<file path="src/rtl/gqw_pkg.sv">
package gqw_pkg;
    localparam int unsigned ENTRY_W  = 32;
    localparam int unsigned DATA_W   = 31;
    localparam int unsigned SIZE_W   = 4;
    localparam int unsigned MIN_LOG2 = 10;
    localparam int unsigned LANES    = ENTRY_W / 8;

    typedef enum logic {
        PH_IDLE = 1'b0,
        PH_WAIT = 1'b1
    } phase_e;

    typedef struct packed {
        logic              gen;
        logic [DATA_W-1:0] data;
    } entry_t;

    // Most significant byte travels on the lowest byte lane.
    function automatic logic [ENTRY_W-1:0] to_bus_order(input logic [ENTRY_W-1:0] w);
        logic [ENTRY_W-1:0] r;
        for (int k = 0; k < LANES; k++) begin
            r[8*k +: 8] = w[8*(LANES-1-k) +: 8];
        end
        return r;
    endfunction
endpackage

</file>
<file path="src/rtl/gqw_depth.sv">
module gqw_depth
    import gqw_pkg::*;
#(
    parameter int unsigned MAX_CODE = 2,
    parameter int unsigned IDX_W    = MIN_LOG2 + MAX_CODE
) (
    input  logic              clk,
    input  logic              rst,
    input  logic [SIZE_W-1:0] size_code,
    output logic [SIZE_W-1:0] eff_code,
    output logic [IDX_W-1:0]  idx_mask,
    output logic              size_err
);
    localparam logic [SIZE_W-1:0] MAX_C = SIZE_W'(MAX_CODE);

    always_comb begin
        size_err = (size_code > MAX_C);
        eff_code = size_err ? MAX_C : size_code;
    end

    // Slot bit g is live when g < 10 + effective code.
    for (genvar g = 0; g < IDX_W; g++) begin : g_mask
        assign idx_mask[g] = ((32'(eff_code) + 32'(MIN_LOG2)) > 32'(g));
    end

    p_clamp_full_r9: assert property (@(posedge clk) disable iff (rst)
        size_err |-> ($countones(idx_mask) == IDX_W));
    p_clamp_depth_r9: assert property (@(posedge clk) disable iff (rst)
        !size_err |-> ($countones(idx_mask) == int'(size_code) + MIN_LOG2));
endmodule

</file>
<file path="src/rtl/gqw_state.sv">
module gqw_state
    import gqw_pkg::*;
#(
    parameter int unsigned IDX_W = 12
) (
    input  logic             clk,
    input  logic             rst,
    input  logic             ld_en,
    input  logic [IDX_W-1:0] ld_idx,
    input  logic             ld_gen,
    input  logic             ld_flip,
    input  logic             upd_en,
    input  logic             upd_err,
    input  logic [IDX_W-1:0] idx_mask,
    output logic [IDX_W-1:0] idx_q,
    output logic             gen_q,
    output logic             flip_q
);
    logic [IDX_W-1:0] idx_inc;
    logic             wrap;

    always_comb begin
        idx_inc = (idx_q + IDX_W'(1)) & idx_mask;
        wrap    = (idx_inc == '0);
    end

    always_ff @(posedge clk) begin
        if (rst) begin
            idx_q  <= '0;
            gen_q  <= 1'b0;
            flip_q <= 1'b0;
        end else if (ld_en) begin
            idx_q  <= ld_idx;
            gen_q  <= ld_gen;
            flip_q <= ld_flip;
        end else if (upd_en && !upd_err) begin
            idx_q <= idx_inc;
            if (wrap) begin
                gen_q  <= ~gen_q;
                flip_q <= ~gen_q;
            end
        end
    end

    p_step_r4: assert property (@(posedge clk) disable iff (rst)
        (!$stable(idx_q) && !$past(ld_en)) |->
            (idx_q == (($past(idx_q) + IDX_W'(1)) & $past(idx_mask))));
    p_gen_on_wrap_r5: assert property (@(posedge clk) disable iff (rst)
        (!$stable(gen_q) && !$past(ld_en)) |-> (idx_q == '0));
    p_flip_tracks_r6: assert property (@(posedge clk) disable iff (rst)
        (!$stable(flip_q) && !$past(ld_en)) |-> (flip_q == gen_q));
    p_err_hold_r7: assert property (@(posedge clk) disable iff (rst)
        (upd_en && upd_err && !ld_en) |=>
            ($stable(idx_q) && $stable(gen_q) && $stable(flip_q)));
endmodule

</file>
<file path="src/rtl/gqw_port.sv">
module gqw_port
    import gqw_pkg::*;
#(
    parameter int unsigned ADDR_W = 32,
    parameter int unsigned IDX_W  = 12
) (
    input  logic               clk,
    input  logic               rst,
    input  logic               enq_valid,
    input  logic [DATA_W-1:0]  enq_data,
    input  logic [ADDR_W-1:0]  base_addr,
    input  logic [IDX_W-1:0]   idx_mask,
    input  logic [IDX_W-1:0]   idx_q,
    input  logic               gen_q,
    input  logic               mem_ack,
    input  logic               mem_err,
    output logic               busy,
    output logic               mem_req,
    output logic [ADDR_W-1:0]  mem_addr,
    output logic [ENTRY_W-1:0] mem_wdata,
    output logic               upd_en,
    output logic               upd_err,
    output logic [IDX_W-1:0]   req_mask
);
    localparam int unsigned OFF_W = IDX_W + 2;

    phase_e             phase_q;
    logic               accept;
    entry_t             entry;
    logic [ADDR_W-1:0]  offset;

    always_comb begin
        accept     = (phase_q == PH_IDLE) && enq_valid;
        entry.gen  = gen_q;
        entry.data = enq_data;
        offset     = '0;
        offset[OFF_W-1:0] = {idx_q & idx_mask, 2'b00};
        busy       = (phase_q == PH_WAIT);
        mem_req    = busy;
        upd_en     = busy && mem_ack;
        upd_err    = mem_err;
    end

    always_ff @(posedge clk) begin
        if (rst) begin
            phase_q   <= PH_IDLE;
            mem_addr  <= '0;
            mem_wdata <= '0;
            req_mask  <= '0;
        end else if (accept) begin
            phase_q   <= PH_WAIT;
            mem_addr  <= base_addr + offset;
            mem_wdata <= to_bus_order(entry);
            req_mask  <= idx_mask;
        end else if (upd_en) begin
            phase_q <= PH_IDLE;
        end
    end

    p_hold_r8: assert property (@(posedge clk) disable iff (rst)
        (mem_req && !mem_ack) |=>
            (mem_req && $stable(mem_addr) && $stable(mem_wdata)));
    p_release_r8: assert property (@(posedge clk) disable iff (rst)
        (mem_req && mem_ack) |=> !busy);
endmodule

</file>
<file path="src/rtl/gen_queue_writer.sv">
module gen_queue_writer
    import gqw_pkg::*;
#(
    parameter int unsigned ADDR_W        = 32,
    parameter int unsigned MAX_SIZE_CODE = 2,
    localparam int unsigned IDX_W        = MIN_LOG2 + MAX_SIZE_CODE
) (
    input  logic               clk,
    input  logic               rst,
    input  logic [ADDR_W-1:0]  base_addr,
    input  logic [SIZE_W-1:0]  size_code,
    input  logic               enq_valid,
    input  logic [DATA_W-1:0]  enq_data,
    output logic               busy,
    output logic               mem_req,
    output logic [ADDR_W-1:0]  mem_addr,
    output logic [ENTRY_W-1:0] mem_wdata,
    input  logic               mem_ack,
    input  logic               mem_err,
    input  logic               state_load,
    input  logic [IDX_W-1:0]   state_load_idx,
    input  logic               state_load_gen,
    input  logic               state_load_flip,
    output logic [IDX_W-1:0]   state_idx,
    output logic               state_gen,
    output logic               state_flip,
    output logic               size_err
);
    logic [SIZE_W-1:0] eff_code;
    logic [IDX_W-1:0]  live_mask;
    logic [IDX_W-1:0]  req_mask;
    logic              upd_en;
    logic              upd_err;
    logic              ld_en;

    assign ld_en = state_load && !busy;

    gqw_depth #(.MAX_CODE(MAX_SIZE_CODE), .IDX_W(IDX_W)) u_depth (
        .clk(clk), .rst(rst), .size_code(size_code),
        .eff_code(eff_code), .idx_mask(live_mask), .size_err(size_err)
    );

    gqw_port #(.ADDR_W(ADDR_W), .IDX_W(IDX_W)) u_port (
        .clk(clk), .rst(rst), .enq_valid(enq_valid), .enq_data(enq_data),
        .base_addr(base_addr), .idx_mask(live_mask), .idx_q(state_idx),
        .gen_q(state_gen), .mem_ack(mem_ack), .mem_err(mem_err),
        .busy(busy), .mem_req(mem_req), .mem_addr(mem_addr),
        .mem_wdata(mem_wdata), .upd_en(upd_en), .upd_err(upd_err),
        .req_mask(req_mask)
    );

    gqw_state #(.IDX_W(IDX_W)) u_state (
        .clk(clk), .rst(rst), .ld_en(ld_en), .ld_idx(state_load_idx),
        .ld_gen(state_load_gen), .ld_flip(state_load_flip),
        .upd_en(upd_en), .upd_err(upd_err), .idx_mask(req_mask),
        .idx_q(state_idx), .gen_q(state_gen), .flip_q(state_flip)
    );

    p_load_busy_r10: assert property (@(posedge clk) disable iff (rst)
        (state_load && busy && !mem_ack) |=>
            ($stable(state_idx) && $stable(state_gen) && $stable(state_flip)));
    p_eff_in_range_r9: assert property (@(posedge clk) disable iff (rst)
        32'(eff_code) <= MAX_SIZE_CODE);
endmodule

</file>
<file path="config.mk">
export PLATFORM = sky130hd
export DESIGN_NAME = gen_queue_writer
export DESIGN_NICKNAME = d
export VERILOG_FILES = /design/src/rtl/gqw_pkg.sv /design/src/rtl/gqw_depth.sv /design/src/rtl/gqw_state.sv /design/src/rtl/gqw_port.sv /design/src/rtl/gen_queue_writer.sv
export SDC_FILE = /design/constraint.sdc
export NUM_CORES = 1
export LEC_CHECK = 0
export BUFFER_PORTS_ARGS = -buffer_cell sky130_fd_sc_hd__buf_4
export CAP_MARGIN = 40
export CORE_ASPECT_RATIO = 0.5
export CORE_UTILIZATION = 30
export CTS_BUF_LIST = sky130_fd_sc_hd__clkbuf_8 sky130_fd_sc_hd__clkbuf_16
export CTS_CLUSTER_DIAMETER = 200
export DETAILED_ROUTE_END_ITERATION = 12
export PLACE_DENSITY = 0.6
export SYNTH_ARGS = -nofsm -noshare
export SYNTH_HDL_FRONTEND = slang
export SYNTH_HIERARCHICAL = 1
export SYNTH_SLANG_ARGS = --single-unit
</file>
<file path="constraint.sdc">
create_clock -name clk -period 10 [get_ports clk]
set_input_delay 1.5 -clock clk [delete_from_list [all_inputs] [get_ports clk]]
set_output_delay 1.5 -clock clk [all_outputs]
set_load 0.05 [all_outputs]
</file>
After elaboration in Yosys (flattened, before gate mapping)
Index checks and enable logic that the tools add are counted.
{ "classes": {"addsub": 3, "magnitude_cmp": 13, "n_mux": 9, "bitwise_logic": 4, "reduce_logical": 11} }
{ "op_table": {"columns": ["cell", "n"], "rows": [
  ["> comparator 32 x 3 -> 1 bit (second input constant)", 4],
  ["> comparator 32 x 4 -> 1 bit (second input constant)", 4],
  ["> comparator 32 x 1 -> 1 bit (second input constant)", 2],
  ["> comparator 32 x 2 -> 1 bit (second input constant)", 2],
  ["adder 32 x 14 -> 32 bit", 1],
  ["AND 12 bit", 2],
  ["two-way mux 12 bit", 2],
  ["adder 12 x 1 -> 12 bit (second input constant)", 1],
  ["zero test 12 bit", 1],
  ["two-way mux 1 bit", 6],
  ["nonzero test 2 bit", 3],
  ["adder 4 x 4 -> 5 bit (second input constant)", 1],
  ["> comparator 4 x 2 -> 1 bit (second input constant)", 1],
  ["logical AND 1 bit", 4],
  ["two-way mux 4 bit", 1],
  ["zero test 1 bit", 2],
  ["NOT 1 bit", 2],
  ["AND reduction 2 bit", 1]
]} }
{ "word_totals": {"regBits": 91, "output_inout_bits": 81} }

Longest topological paths before layout
{ "depth": {"ltp_word": 6, "ltp_mapped": 16, "mapped_depth_nobuf": 15} }

Cells and area by module
The synthesis kept the hierarchy.
{ "by_module_without_submodules": {"columns": ["module", "instances", "cells_per_inst", "area_per_inst_um2", "seq_area_each_um2"], "rows": [
  ["gqw_port", 1, 462, 3662.3, 1541.5],
  ["gqw_state", 1, 132, 1043.5, 280.3],
  ["gqw_depth", 1, 30, 214.0, 0.0],
  ["gen_queue_writer", 1, 1, 13.8, 0.0]
]} }

Worst setup path before layout
OpenSTA, ideal clock, no wires.
{ "synth_path": {"path_kind": "input port to flip-flop", "start": "input port size_code[3]", "end": "register u_port.mem_addr[28]", "setup_time_ps": 91, "arrival_ps": 4510, "slack_ps": 5399, "cell_stages": 13, "path_cell_list": "or3_1 buf_6 inv_1 ha_1 nor2b_1 o32ai_4 and2_1 ha_1 nand4_1 a211oi_4 o21ai_2 or4_1 a311oi_1"} }
{ "synth_via": {"elab_chain_cells": 6} }
{ "synth_lines": {"columns": ["element", "line", "text"], "rows": [
  ["start, declared", "gen_queue_writer.sv:11", "input logic [SIZE_W-1:0] size_code,"],
  ["> comparator 4 x 2 -> 1 bit", "gqw_depth.sv:17", "size_err = (size_code > MAX_C);"],
  ["two-way mux 4 bit", "gqw_depth.sv:18", "eff_code = size_err ? MAX_C : size_code;"],
  ["named net eff_code[1]", "gen_queue_writer.sv:29", "logic [SIZE_W-1:0] eff_code;"],
  ["adder 4 x 4 -> 5 bit", "gqw_depth.sv:23", "assign idx_mask[g] = ((32'(eff_code) + 32'(MIN_LOG2)) > 32'(g));"],
  ["> comparator 32 x 4 -> 1 bit", "gqw_depth.sv:23", null],
  ["named net live_mask[10]", "gen_queue_writer.sv:30", "logic [IDX_W-1:0] live_mask;"],
  ["AND 12 bit", "gqw_port.sv:37", "offset[OFF_W-1:0] = {idx_q & idx_mask, 2'b00};"],
  ["adder 32 x 14 -> 32 bit", "gqw_port.sv:52", "mem_addr <= base_addr + offset;"],
  ["end signal, assigned", "gqw_port.sv:52", null],
  ["end, declared", "gqw_port.sv:19", "output logic [ADDR_W-1:0] mem_addr,"]
]} }
The timed path passes the listed nets, and every way through them passes these cells.
A chain may end at the register's enable or synchronous reset.

Final worst setup path
Ends and elaborated chain as after synthesis.

==> qor.txt <==
Status = finished, final reports clean
RSZ-0062 raised after global routing = false
Worst path required time = 10.26 ns
Number of global-route vias before repair = 4460
Combinational power share = 25.0%
# IOs = 168
H-tree levels = 3
Final slew viol count = 0
Ys Warns = 6
Worst Path Arrival = 5.08 ns
Critical R2R Launch = u_state/idx_q[0]$_SDFFE_PP0P_
Psw = 343 uW
Die H = 92.5 microns
DRT Pass-1 Iters = 5
Pin count of the biggest net entering global routing = 82
Grt ovf = 0
Crit path max fanout = 11
Setup_tns = 0 ns
CTS tree = done
N_diodes = 0
DRT iter0 DRCs = 308
Net Sw Frac = 32.9%
FILL cells = 1657
Total Wirelength = 14700 microns
Sequential power share = 39.5%
Multi-input gate area = 2890 sq um
Reg2reg end = u_port/mem_addr[28]$_SDFFE_PP0P_
Setup violators final = 0
Total power = 1040 uW
Clk Tree Root Cell = clkbuf_16
Max Cap Viol = 0
Internal power = 699 uW
Crit end category = register
Cts hold-fix bufs = 0
FMAX = 0.207 GHz
Port Buffers = 167
NumNets Final = 871
Startpoint Class = input pin
Number of CTS-inserted buffers = 9
Worst setup path class = in -> reg
Post-DR vias/cell = 4.93
Post-route DRC violation count = 0
CTS clk-pin slew, worst paths = 0.07 ns
Clock latency on the worst-skew pair = 0.35 ns
Worst slew pin tran = 0.729 ns
Area growth, synth to finish = 35.5%
Total track usage = 17.1%
Total number of vias = 4892
Worst Reg-to-Reg Cells = 10
Worst setup margin = 5.18 ns
Sink Count = 91
Synth Instances = 622
Post-synthesis cell area = 4910 sq um
Worst Hold Depth = 2
Core Box Area = 15700 sq um
Layout Utilization = 42.4%
Minimum clock period = 4.82 ns
Worst hold-check path type = reg -> reg
Share of layout cells above drive strength 1 = 26.6%
Pleak = 0.00287 uW
Final HPWL DP = 10800 microns
Routed WL per cell = 14.8 microns
DIE AREA = 16900 sq um
Ratio of final minimum period to clock period = 48.2%
Pwr dens = 156 nW/um^2
Antenna violations before repair = 0
Hold endpoint = u_port/mem_addr[4]$_SDFFE_PP0P_
CTS resizes = 0
Clk pwr share = 35.5%
RePlAce Congestion = 0.838
Initial Utilization = 31.3%
CTS Buffer Depth = 2
R2R Setup Slk = 6.84 ns
Max_slew headroom = 51.3%
DP Worst Slack = 4.82 ns
HP Start = u_port/mem_addr[4]$_SDFFE_PP0P_
Routed Antenna Nets = 0
Number of placement rows = 32
Syn Area/Cell = 7.90 sq um
Clock skew = 0.00899 ns
Maximum VDD drop = 81.0 uV
Register area = 1820 sq um
Die width = 183 microns
Post-CTS Setup Bufs = 0
Final hold vios = 0
Global-route wire length before repair = 23100 microns
-- routing by layer --
| metal | global-route usage (%) | wire length [microns] |
|---|---|---|
| met1 | 23.7 | 7170 |
| met5 | 0 | 0 |
| met3 | 2.95 | 652 |
| met4 | 3.96 | 107 |
| met2 | 27.7 | 6760 |
-- final cells by class --
class / instances / area share (%)
multi-input combinational: 479 / 43.4
sequential: 91 / 27.3
timing repair buffer: 171 / 19.6
tap: 221 / 4.15
clock buffer: 9 / 3.38
clock inverter: 7 / 1.39
inverter: 14 / 0.789
-- critical path, cell delays in order --
cell and delay [ns]:
buf_4 0.11, or3_1 0.55, inv_1 0.11, ha_1 0.23
nor2b_1 0.31, o32ai_4 0.11, and2_1 0.16, ha_1 0.38
nand4_1 0.25, a211oi_4 0.45, o21ai_2 0.14, or4_1 0.52
a311oi_1 0.25
-- stage by stage --
stage          std cells  instance area [sq um]  hold WS, ns
2_1_floorplan        623                   4920        0.432
3_3_place_gp         975                   6320        0.441
3_5_place_dp         976                   6340        0.446
4_1_cts              992                   6660        0.455
5_1_grt              992                   6660        0.466
6_report             992                   6660        0.451
-- worst max path at each step --
| stage | startpoint | slack, ns | end | cells after the start |
|---|---|---|---|---|
| global route | size_code[3] | 4.97 | u_port/mem_addr[28]$_SDFFE_PP0P_ | 13 |
| CTS | size_code[3] | 5.19 | u_port/mem_addr[28]$_SDFFE_PP0P_ | 13 |
| finish | size_code[3] | 5.18 | u_port/mem_addr[28]$_SDFFE_PP0P_ | 13 |
| detailed placement | size_code[3] | 4.82 | u_port/mem_addr[28]$_SDFFE_PP0P_ | 13 |
| floorplan | size_code[3] | 5.40 | u_port/mem_addr[28]$_SDFFE_PP0P_ | 13 |
| global placement | size_code[3] | 4.99 | u_port/mem_addr[28]$_SDFFE_PP0P_ | 13 |
-- registers in the layout, summed over array words and instances, names as in the netlist --
signal	cells
u_port/busy	1
u_state/flip_q	1
u_state/gen_q	1
u_port/mem_addr	32
u_port/mem_wdata	32
u_port/req_mask	12
u_state/idx_q	12
-- cells in the final DEF, fill, tap and decap left out, types with 7 or more instances in the layout --
cell       count
nor2_1        42
clkbuf_16      9
a211oi_1      19
ha_1          17
nand2b_1      10
o2111ai_1      8
xor2_1        20
buf_4        170
nand3_1       15
inv_1         14
and2_1        15
or3_1          7
a21oi_1       72
nand4_1        9
o21ai_0       17
nand2_1      127
mux2i_1       11
dfxtp_1       91
-- power by group through the flow --
stage | registers (uW) | clock network, uW | logic (uW)
floorplan | 492 | 0 | 94.4
global placement | 419 | 0 | 258
detailed placement | 419 | 0 | 261
CTS | 411 | 378 | 262
global route | 415 | 393 | 280
finish | 411 | 370 | 261
(Power assumes the default switching activity.)
